[config.mk]
export PLATFORM = sky130hd
export DESIGN_NAME = mbx_irq_csr
export DESIGN_NICKNAME = d
export VERILOG_FILES = /design/src/rtl/mbx_csr_pkg.sv /design/src/rtl/mbx_sync.sv /design/src/rtl/mbx_evt_latch.sv /design/src/rtl/mbx_irq_csr.sv
export SDC_FILE = /design/constraint.sdc
export NUM_CORES = 1
export LEC_CHECK = 0
export BUFFER_PORTS_ARGS = -buffer_cell sky130_fd_sc_hd__buf_2
export CORE_ASPECT_RATIO = 1.25
export CORE_MARGIN = 2
export CORE_UTILIZATION = 36
export DETAILED_ROUTE_END_ITERATION = 8
export PLACE_DENSITY = 0.81
export SKIP_CTS_REPAIR_TIMING = 1
export SYNTH_ARGS = -nofsm -noshare
export SYNTH_HDL_FRONTEND = slang
export SYNTH_SLANG_ARGS = --single-unit
[constraint.sdc]
create_clock -name clk -period 2.6 [get_ports clk]
set_input_delay 0.13 -clock clk [delete_from_list [all_inputs] [get_ports clk]]
set_output_delay 0.13 -clock clk [all_outputs]
set_load 0.01 [all_outputs]
[src/rtl/mbx_csr_pkg.sv]
package mbx_csr_pkg;
  localparam int unsigned CSR_W        = 32;
  localparam int unsigned BIT_SUMMARY  = 23;
  localparam int unsigned BIT_ADDON    = 22;
  localparam int unsigned BIT_INB      = 17;
  localparam int unsigned BIT_OUTB     = 16;
  localparam int unsigned BIT_ADDON_EN = 13;
  localparam int unsigned BIT_INB_EN   = 12;
  localparam int unsigned INB_SEL_LO   = 8;
  localparam int unsigned BIT_OUTB_EN  = 4;
  localparam int unsigned OUTB_SEL_LO  = 0;
  localparam logic [CSR_W-1:0] ONES_MASK = 32'h0000_0C0C;
  localparam logic [CSR_W-1:0] RSVD_MASK = 32'hFF3C_C0E0;

  typedef enum logic {DIR_INB = 1'b0, DIR_OUTB = 1'b1} mbx_dir_e;
endpackage

[src/rtl/mbx_sync.sv]
module mbx_sync #(
  parameter int   STAGES  = 2,
  parameter logic RST_VAL = 1'b0
) (
  input  logic clk,
  input  logic rst_n,
  input  logic d,
  output logic q
);
  logic [STAGES-1:0] shf_q;
  logic [STAGES-1:0] shf_d;

  always_comb begin
    shf_d = {shf_q[STAGES-2:0], d};
  end

  always_ff @(posedge clk or negedge rst_n) begin
    if (!rst_n) shf_q <= {STAGES{RST_VAL}};
    else        shf_q <= shf_d;
  end

  assign q = shf_q[STAGES-1];
endmodule

[src/rtl/mbx_evt_latch.sv]
module mbx_evt_latch #(
  parameter int NBYTES = 4,
  parameter int SELW   = $clog2(NBYTES)
) (
  input  logic              clk,
  input  logic              rst_n,
  input  logic [NBYTES-1:0] stb,
  input  logic [SELW-1:0]   sel,
  input  logic              clr,
  output logic              flag
);
  logic flag_q;
  logic flag_d;
  logic hit;

  always_comb begin
    hit    = stb[sel];
    // a local event outranks a host clear in the same cycle
    flag_d = hit | (flag_q & ~clr);
  end

  always_ff @(posedge clk or negedge rst_n) begin
    if (!rst_n) flag_q <= 1'b0;
    else        flag_q <= flag_d;
  end

  assign flag = flag_q;
endmodule

[src/rtl/mbx_irq_csr.sv]
module mbx_irq_csr
  import mbx_csr_pkg::*;
#(
  parameter int NBYTES      = 4,
  parameter int SYNC_STAGES = 2
) (
  input  logic              clk,
  input  logic              rst_n,
  input  logic              host_wr,
  input  logic [3:0]        host_be,
  input  logic [CSR_W-1:0]  host_wdata,
  output logic [CSR_W-1:0]  host_rdata,
  input  logic [NBYTES-1:0] inb_wr_stb,
  input  logic [NBYTES-1:0] outb_rd_stb,
  input  logic              addon_irq_n,
  output logic              host_irq_n
);
  localparam int SELW  = $clog2(NBYTES);
  localparam int NDIR  = 2;

  logic rst_core_n;
  logic addon_n_s;

  mbx_sync #(.STAGES(SYNC_STAGES), .RST_VAL(1'b0)) u_rst_sync (
    .clk(clk), .rst_n(rst_n), .d(1'b1), .q(rst_core_n)
  );

  mbx_sync #(.STAGES(SYNC_STAGES), .RST_VAL(1'b1)) u_addon_sync (
    .clk(clk), .rst_n(rst_core_n), .d(addon_irq_n), .q(addon_n_s)
  );

  // control fields
  logic            addon_en_q, addon_en_d;
  logic            inb_en_q,   inb_en_d;
  logic            outb_en_q,  outb_en_d;
  logic [SELW-1:0] inb_sel_q,  inb_sel_d;
  logic [SELW-1:0] outb_sel_q, outb_sel_d;
  logic            wr_b0, wr_b1, wr_b2;

  always_comb begin
    wr_b0      = host_wr & host_be[0];
    wr_b1      = host_wr & host_be[1];
    wr_b2      = host_wr & host_be[2];
    addon_en_d = addon_en_q;
    inb_en_d   = inb_en_q;
    inb_sel_d  = inb_sel_q;
    outb_en_d  = outb_en_q;
    outb_sel_d = outb_sel_q;
    if (wr_b1) begin
      addon_en_d = host_wdata[BIT_ADDON_EN];
      inb_en_d   = host_wdata[BIT_INB_EN];
      inb_sel_d  = host_wdata[INB_SEL_LO +: SELW];
    end
    if (wr_b0) begin
      outb_en_d  = host_wdata[BIT_OUTB_EN];
      outb_sel_d = host_wdata[OUTB_SEL_LO +: SELW];
    end
  end

  always_ff @(posedge clk or negedge rst_core_n) begin
    if (!rst_core_n) begin
      addon_en_q <= 1'b0;
      inb_en_q   <= 1'b0;
      inb_sel_q  <= '0;
      outb_en_q  <= 1'b0;
      outb_sel_q <= '0;
    end else begin
      addon_en_q <= addon_en_d;
      inb_en_q   <= inb_en_d;
      inb_sel_q  <= inb_sel_d;
      outb_en_q  <= outb_en_d;
      outb_sel_q <= outb_sel_d;
    end
  end

  // one sticky flag per mailbox direction
  logic [NBYTES-1:0] dir_stb [NDIR];
  logic [SELW-1:0]   dir_sel [NDIR];
  logic              dir_clr [NDIR];
  logic              dir_flag[NDIR];

  always_comb begin
    dir_stb[DIR_INB]  = inb_wr_stb;
    dir_sel[DIR_INB]  = inb_sel_q;
    dir_clr[DIR_INB]  = wr_b2 & host_wdata[BIT_INB];
    dir_stb[DIR_OUTB] = outb_rd_stb;
    dir_sel[DIR_OUTB] = outb_sel_q;
    dir_clr[DIR_OUTB] = wr_b2 & host_wdata[BIT_OUTB];
  end

  for (genvar g = 0; g < NDIR; g++) begin : g_dir
    mbx_evt_latch #(.NBYTES(NBYTES), .SELW(SELW)) u_latch (
      .clk(clk), .rst_n(rst_core_n), .stb(dir_stb[g]), .sel(dir_sel[g]),
      .clr(dir_clr[g]), .flag(dir_flag[g])
    );
  end

  logic addon_stat;
  logic summary;
  logic irq_any;

  always_comb begin
    addon_stat = ~addon_n_s;
    summary    = dir_flag[DIR_INB] | dir_flag[DIR_OUTB] | (addon_stat & addon_en_q);
    irq_any    = (dir_flag[DIR_INB] & inb_en_q) | (dir_flag[DIR_OUTB] & outb_en_q)
               | (addon_stat & addon_en_q);
  end

  always_comb begin
    host_rdata                              = ONES_MASK;
    host_rdata[BIT_SUMMARY]                 = summary;
    host_rdata[BIT_ADDON]                   = addon_stat;
    host_rdata[BIT_INB]                     = dir_flag[DIR_INB];
    host_rdata[BIT_OUTB]                    = dir_flag[DIR_OUTB];
    host_rdata[BIT_ADDON_EN]                = addon_en_q;
    host_rdata[BIT_INB_EN]                  = inb_en_q;
    host_rdata[INB_SEL_LO +: SELW]          = inb_sel_q;
    host_rdata[BIT_OUTB_EN]                 = outb_en_q;
    host_rdata[OUTB_SEL_LO +: SELW]         = outb_sel_q;
    host_irq_n                              = ~irq_any;
  end
endmodule

== Yosys cells after proc, flatten, opt, wreduce, memory -nomap -nowiden ==
Cells that the tools add are included.

* Memories kept: 0
* Memory bits (writable): 0
* Bits in read-only memories: 0
* Latch bits: 0
* Flip-flop bits (word level): 13
* Bits of input ports: 48
* Output and inout port bits: 33

* Equality and inequality tests: 0
* Shift-type cells: 0
* Add/subtract/negate cells: 0
* Div/mod/pow operators: 0
* Bitwise logic cells: 20
* Reductions and logical operators: 0
* Mux-type cells: 4
* Multipliers: 0
* Magnitude comparators: 2

{| class="wikitable"
|+ Operators by type and width
! operator !! number
|-
| AND 1 bit || 10
|-
| less-than comparator 2 x 3 -> 1 bit (second input constant) || 2
|-
| bitwise OR 1 bit || 6
|-
| binary-select mux 1 bit (select 2 bit) || 2
|-
| inverter 1 bit || 4
|-
| 2-to-1 mux 1 bit || 2
|}

== Depth between registers and ports, before layout ==
* Depth in word-level cells: 5
* Gate-level depth with buffers: 3
* Gate-level depth less buffers: 2

== Modules after synthesis ==
A second synthesis with hierarchy kept.

* Cell total of the unflattened synthesis: 62
* Area, all modules: 724.4 um^2

{| class="wikitable"
|+ By module, submodules not included
! module !! area each (um^2) !! times used !! cells each !! sequential area each (um^2)
|-
| mbx_irq_csr || 504.2 || 1 || 50 || 175.2
|-
| mbx_evt_latch || 58.8 || 2 || 4 || 25.0
|-
| mbx_sync (u_addon_sync) || 52.6 || 1 || 2 || 52.6
|-
| mbx_sync (u_rst_sync) || 50.0 || 1 || 2 || 50.0
|}

== Worst setup path before layout ==
Ideal clock, no wire load.

* Path kind: reg2reg
* Start point: register inb_sel_q[0]
* End point: register g_dir[0].u_latch.flag_q
* Setup time: 118 ps
* Required time: 2482 ps
* Slack: 1429 ps
* Arrival: 1053 ps
* Path buffers: 0
* Cell stages (with the launch flop): 3
* Clock period less this slack: 1171 ps
* Cells stage by stage: dfrtp_1 -> mux4_2 -> a21o_1

* Longest elaborated chain between the ends: 3

{| class="wikitable"
|+ RTL lines
! element !! RTL line !! RTL
|-
| start, declared || mbx_irq_csr.sv:36 || <nowiki>logic [SELW-1:0] inb_sel_q, inb_sel_d;</nowiki>
|-
| start signal, assigned || mbx_irq_csr.sv:70 || <nowiki>inb_sel_q <= inb_sel_d;</nowiki>
|-
| binary-select mux 1 bit (select 2 bit) || mbx_evt_latch.sv:17 || <nowiki>hit = stb[sel];</nowiki>
|-
| 2-to-1 mux 1 bit (not written as such) || mbx_evt_latch.sv:17 ||
|-
| bitwise OR 1 bit || mbx_evt_latch.sv:19 || <nowiki>flag_d = hit | (flag_q & ~clr);</nowiki>
|-
| net g_dir[0].u_latch.flag_d || mbx_evt_latch.sv:13 || <nowiki>logic flag_d;</nowiki>
|-
| end signal, assigned || mbx_evt_latch.sv:24 || <nowiki>else flag_q <= flag_d;</nowiki>
|-
| end, declared || mbx_evt_latch.sv:12 || <nowiki>logic flag_q;</nowiki>
|}

The timed path passes the listed nets, and every way through them passes these cells. The select of a mux whose other input is x is not followed.
A chain may end at the register's enable or synchronous reset.

== Final worst setup path ==
* Start point: register u_addon_sync.shf_q[1]
* End point: output port host_rdata[23]

* Longest elaborated chain between the ends: 3

{| class="wikitable"
|+ RTL lines
! element !! RTL line !! RTL
|-
| start, declared || mbx_sync.sv:10 || <nowiki>logic [STAGES-1:0] shf_q;</nowiki>
|-
| start signal, assigned || mbx_sync.sv:18 || <nowiki>if (!rst_n) shf_q <= {STAGES{RST_VAL}};</nowiki>
|-
| inverter 1 bit || mbx_irq_csr.sv:103 || <nowiki>addon_stat = ~addon_n_s;</nowiki>
|-
| AND 1 bit || mbx_irq_csr.sv:104 || <nowiki>summary = dir_flag[DIR_INB] | dir_flag[DIR_OUTB] | (addon_stat & addon_en_q);</nowiki>
|-
| bitwise OR 1 bit || mbx_irq_csr.sv:104 ||
|-
| end, declared || mbx_irq_csr.sv:12 || <nowiki>output logic [CSR_W-1:0] host_rdata,</nowiki>
|}

No other way between the ends.

==> results.cfg <==
[yosys]
syn_avg_cell_area_sq_um = 11.7
synth-seq-cells = 13
ys_types = 13
yosysWarnings = 0
yosys.area_share.simple_pct = 4.13
synth-compound-area-share_pct = 3.27
synth_mux_area_share_pct = 17.0
synthAdderAreaFrac_pct = 0
syn_area_sq_um = 727
synth_top_family_by_area = buffers and inverters
synth_xor_area_share_pct = 0
syn_inst = 62
ys_seq_area_share_pct = 45.1

[die]
num_rows = 18
die_h_um = 54.2
floorplan.die_area_sq_mm = 0.00240
die_w_um = 44.2
io_pins = 81
initial_core_util_pct = 37.5
core-area_sq_mm = 0.00194

[min_path]
min_path_type = input pin to flip-flop

[place]
post-place-ws_ns = 1.39
place_congestion = 0.691
io_buffers = 35
post-place-cells = 109
hpwl_um = 1060
place_area_sq_um = 792

[routing]
drtIter0Drc = 8
routed_wl_um = 1270
wl_per_cell_um = 11.0
vias = 479
drc = 0
first_pass_iters = 2
vias_per_cell = 4.17
final_antenna_net_count = 0

[job]
max-cap-violations = 0

[cts]
clockBufferDepth = 2
path_clk_slew_ns = 0.08
htreeDepth = 1
cts_tree = done
cts_root_buffer = clkbuf_4
clock_latency_ns = 0.27
cts_buffers = 3
clock-sinks = 13

[run_status]
status = complete, no violations

[power_and_ir_drop]
peakVddDrop_mv = 0.260
p_leak_nw = 0.441
p_per_area_mw_per_mm2 = 572

[timing]
rsz0062_at_grt = false
setup_violations = 0
fmax_mhz = 703
period_minus_slack_ns = 1.42
finalCritPeriodShare_pct = 54.7
hold_viol_final = 0
tns_ns = 0
drv_slew = 0
hold-worst-slack_ns = 0.0797
setup_ws_ns = 1.18
final.setup_skew_ns = 0.000946

[final_layout]
finalNonFillerCells = 115
drive_above_1_share_pct = 52.6
n_fill_cell = 188
ff_latch_area_sq_um = 328
multiInputGateArea_sq_um = 260
antenna_cells = 0
design_area_sq_um = 840
final_nets = 144
flow.area_growth_from_synthesis_pct = 15.5

[setup_path]
start_kind = flip-flop
crit_path_max_fanout = 2
critPathRequiredTime_ns = 2.47
arrival_ns = 1.29
crit_type = flip-flop to primary output
worst_setup_path_end_kind = primary output

[grt]
grt_antenna_before_repair = 0
grt_pass1_wl_um = 1750
grt_overflow_total = 0
grt_pass1_vias = 415
grtUsageTotal_pct = 11.0
grt_max_degree = 12
[cells in the mapped netlist]
| master | n | area share (%) |
|---|---|---|
| inv_1 | 1 | 0.52 |
| dfstp_2 | 2 | 7.2 |
| mux4_2 | 2 | 6.2 |
| or3_1 | 1 | 0.86 |
| conb_1 | 2 | 1.0 |
| nand3_1 | 2 | 1.4 |
| mux2_2 | 7 | 11 |
| a21o_1 | 2 | 2.1 |
| a221oi_1 | 1 | 1.2 |
| dfrtp_1 | 11 | 38 |
| nand2_1 | 2 | 1.0 |
| buf_4 | 28 | 29 |
| nor2b_1 | 1 | 0.86 |
[cells in the final DEF, fill, tap and decap left out, types with 2 or more instances in the layout]
cell type / n
mux2_2: 7
dfstp_2: 2
a21o_1: 2
conb_1: 22
dfrtp_1: 11
nand2_1: 2
buf_2: 35
mux4_2: 2
nand3_1: 2
dlygate4sd3_1: 2
clkbuf_4: 3
[where the power goes]
| part | switching [mW] | internal (mW) | total (mW) |
|---|---|---|---|
| Combinational | 0.0514 | 0.0577 | 0.109 |
| Clock | 0.0674 | 0.0570 | 0.124 |
| Sequential | 0.0210 | 0.226 | 0.247 |
| Total | 0.140 | 0.341 | 0.480 |
[cell families after synthesis]
group | count (synthesis)
muxes | 9
and+or+nand+nor | 6
AOI/OAI and AO/OA | 3
DFF | 13
buffers and inverters | 29
other | 2
[final cells by class]
cell class | count | area share [%]
sequential | 13 | 39.0
multi-input combinational | 40 | 31.0
timing repair buffer | 37 | 23.2
tap | 20 | 2.98
clock buffer | 3 | 2.68
clock inverter | 1 | 0.596
inverter | 1 | 0.447
[flip-flops by register name (all words and copies together), names as in the netlist]
| signal | count |
|---|---|
| g_dir.u_latch.flag | 2 |
| inb_en_q | 1 |
| outb_sel_q | 2 |
| u_rst_sync.shf_q | 2 |
| u_addon_sync.shf_q | 2 |
| outb_en_q | 1 |
| inb_sel_q | 2 |
| addon_en_q | 1 |
[stage by stage]
stage / util (%) / power (mW)
finish: 43.3 / 0.480
global route: 43.3 / 0.513
CTS: 42.3 / 0.486
detailed placement: 40.9 / 0.360
global placement: 40.9 / 0.355
floorplan: - / 0.347
[per-layer routing]
metal / share of wire (%) / vias to the layer above / GRT usage (%)
met2: 52 / 38 / 18.6
li1: - / 223 / -
met5: 0 / - / 0
met3: 11 / 0 / 2.97
met1: 37 / 218 / 11.3
met4: 0 / 0 / 9.09
[final timing paths]
| check | cells after the start | slack (ns) | startpoint | endpoint |
|---|---|---|---|---|
| worst max-delay path | 3 | 1.18 | u_addon_sync.shf_q[1]$_DFF_PN1_ | host_rdata[23] |
| worst min-delay path | 2 | 0.08 | host_wdata[12] | inb_en_q$_DFFE_PN0P_ |
| worst max register to register | 2 | 1.40 | outb_sel_q[0]$_DFFE_PN0P_ | g_dir[1].u_latch.flag$_DFF_PN0_ |
| worst min register to register | 0 | 0.18 | u_rst_sync.shf_q[1]$_DFF_PN0_ | g_dir[1].u_latch.flag$_DFF_PN0_ |
| max in group asynchronous | 0 | 2.09 | u_rst_sync.shf_q[1]$_DFF_PN0_ | u_addon_sync.shf_q[0]$_DFF_PN1_ |
| min in group asynchronous | 2 | 0.16 | rst_n | u_rst_sync.shf_q[0]$_DFF_PN0_ |
[critical path, cell delays in order (launching register included)]
cell and delay, ns:
dfstp_2 0.53, nor2b_1 0.05, or3_1 0.29, buf_2 0.14
Note: power is estimated with default switching activity, not from simulation.
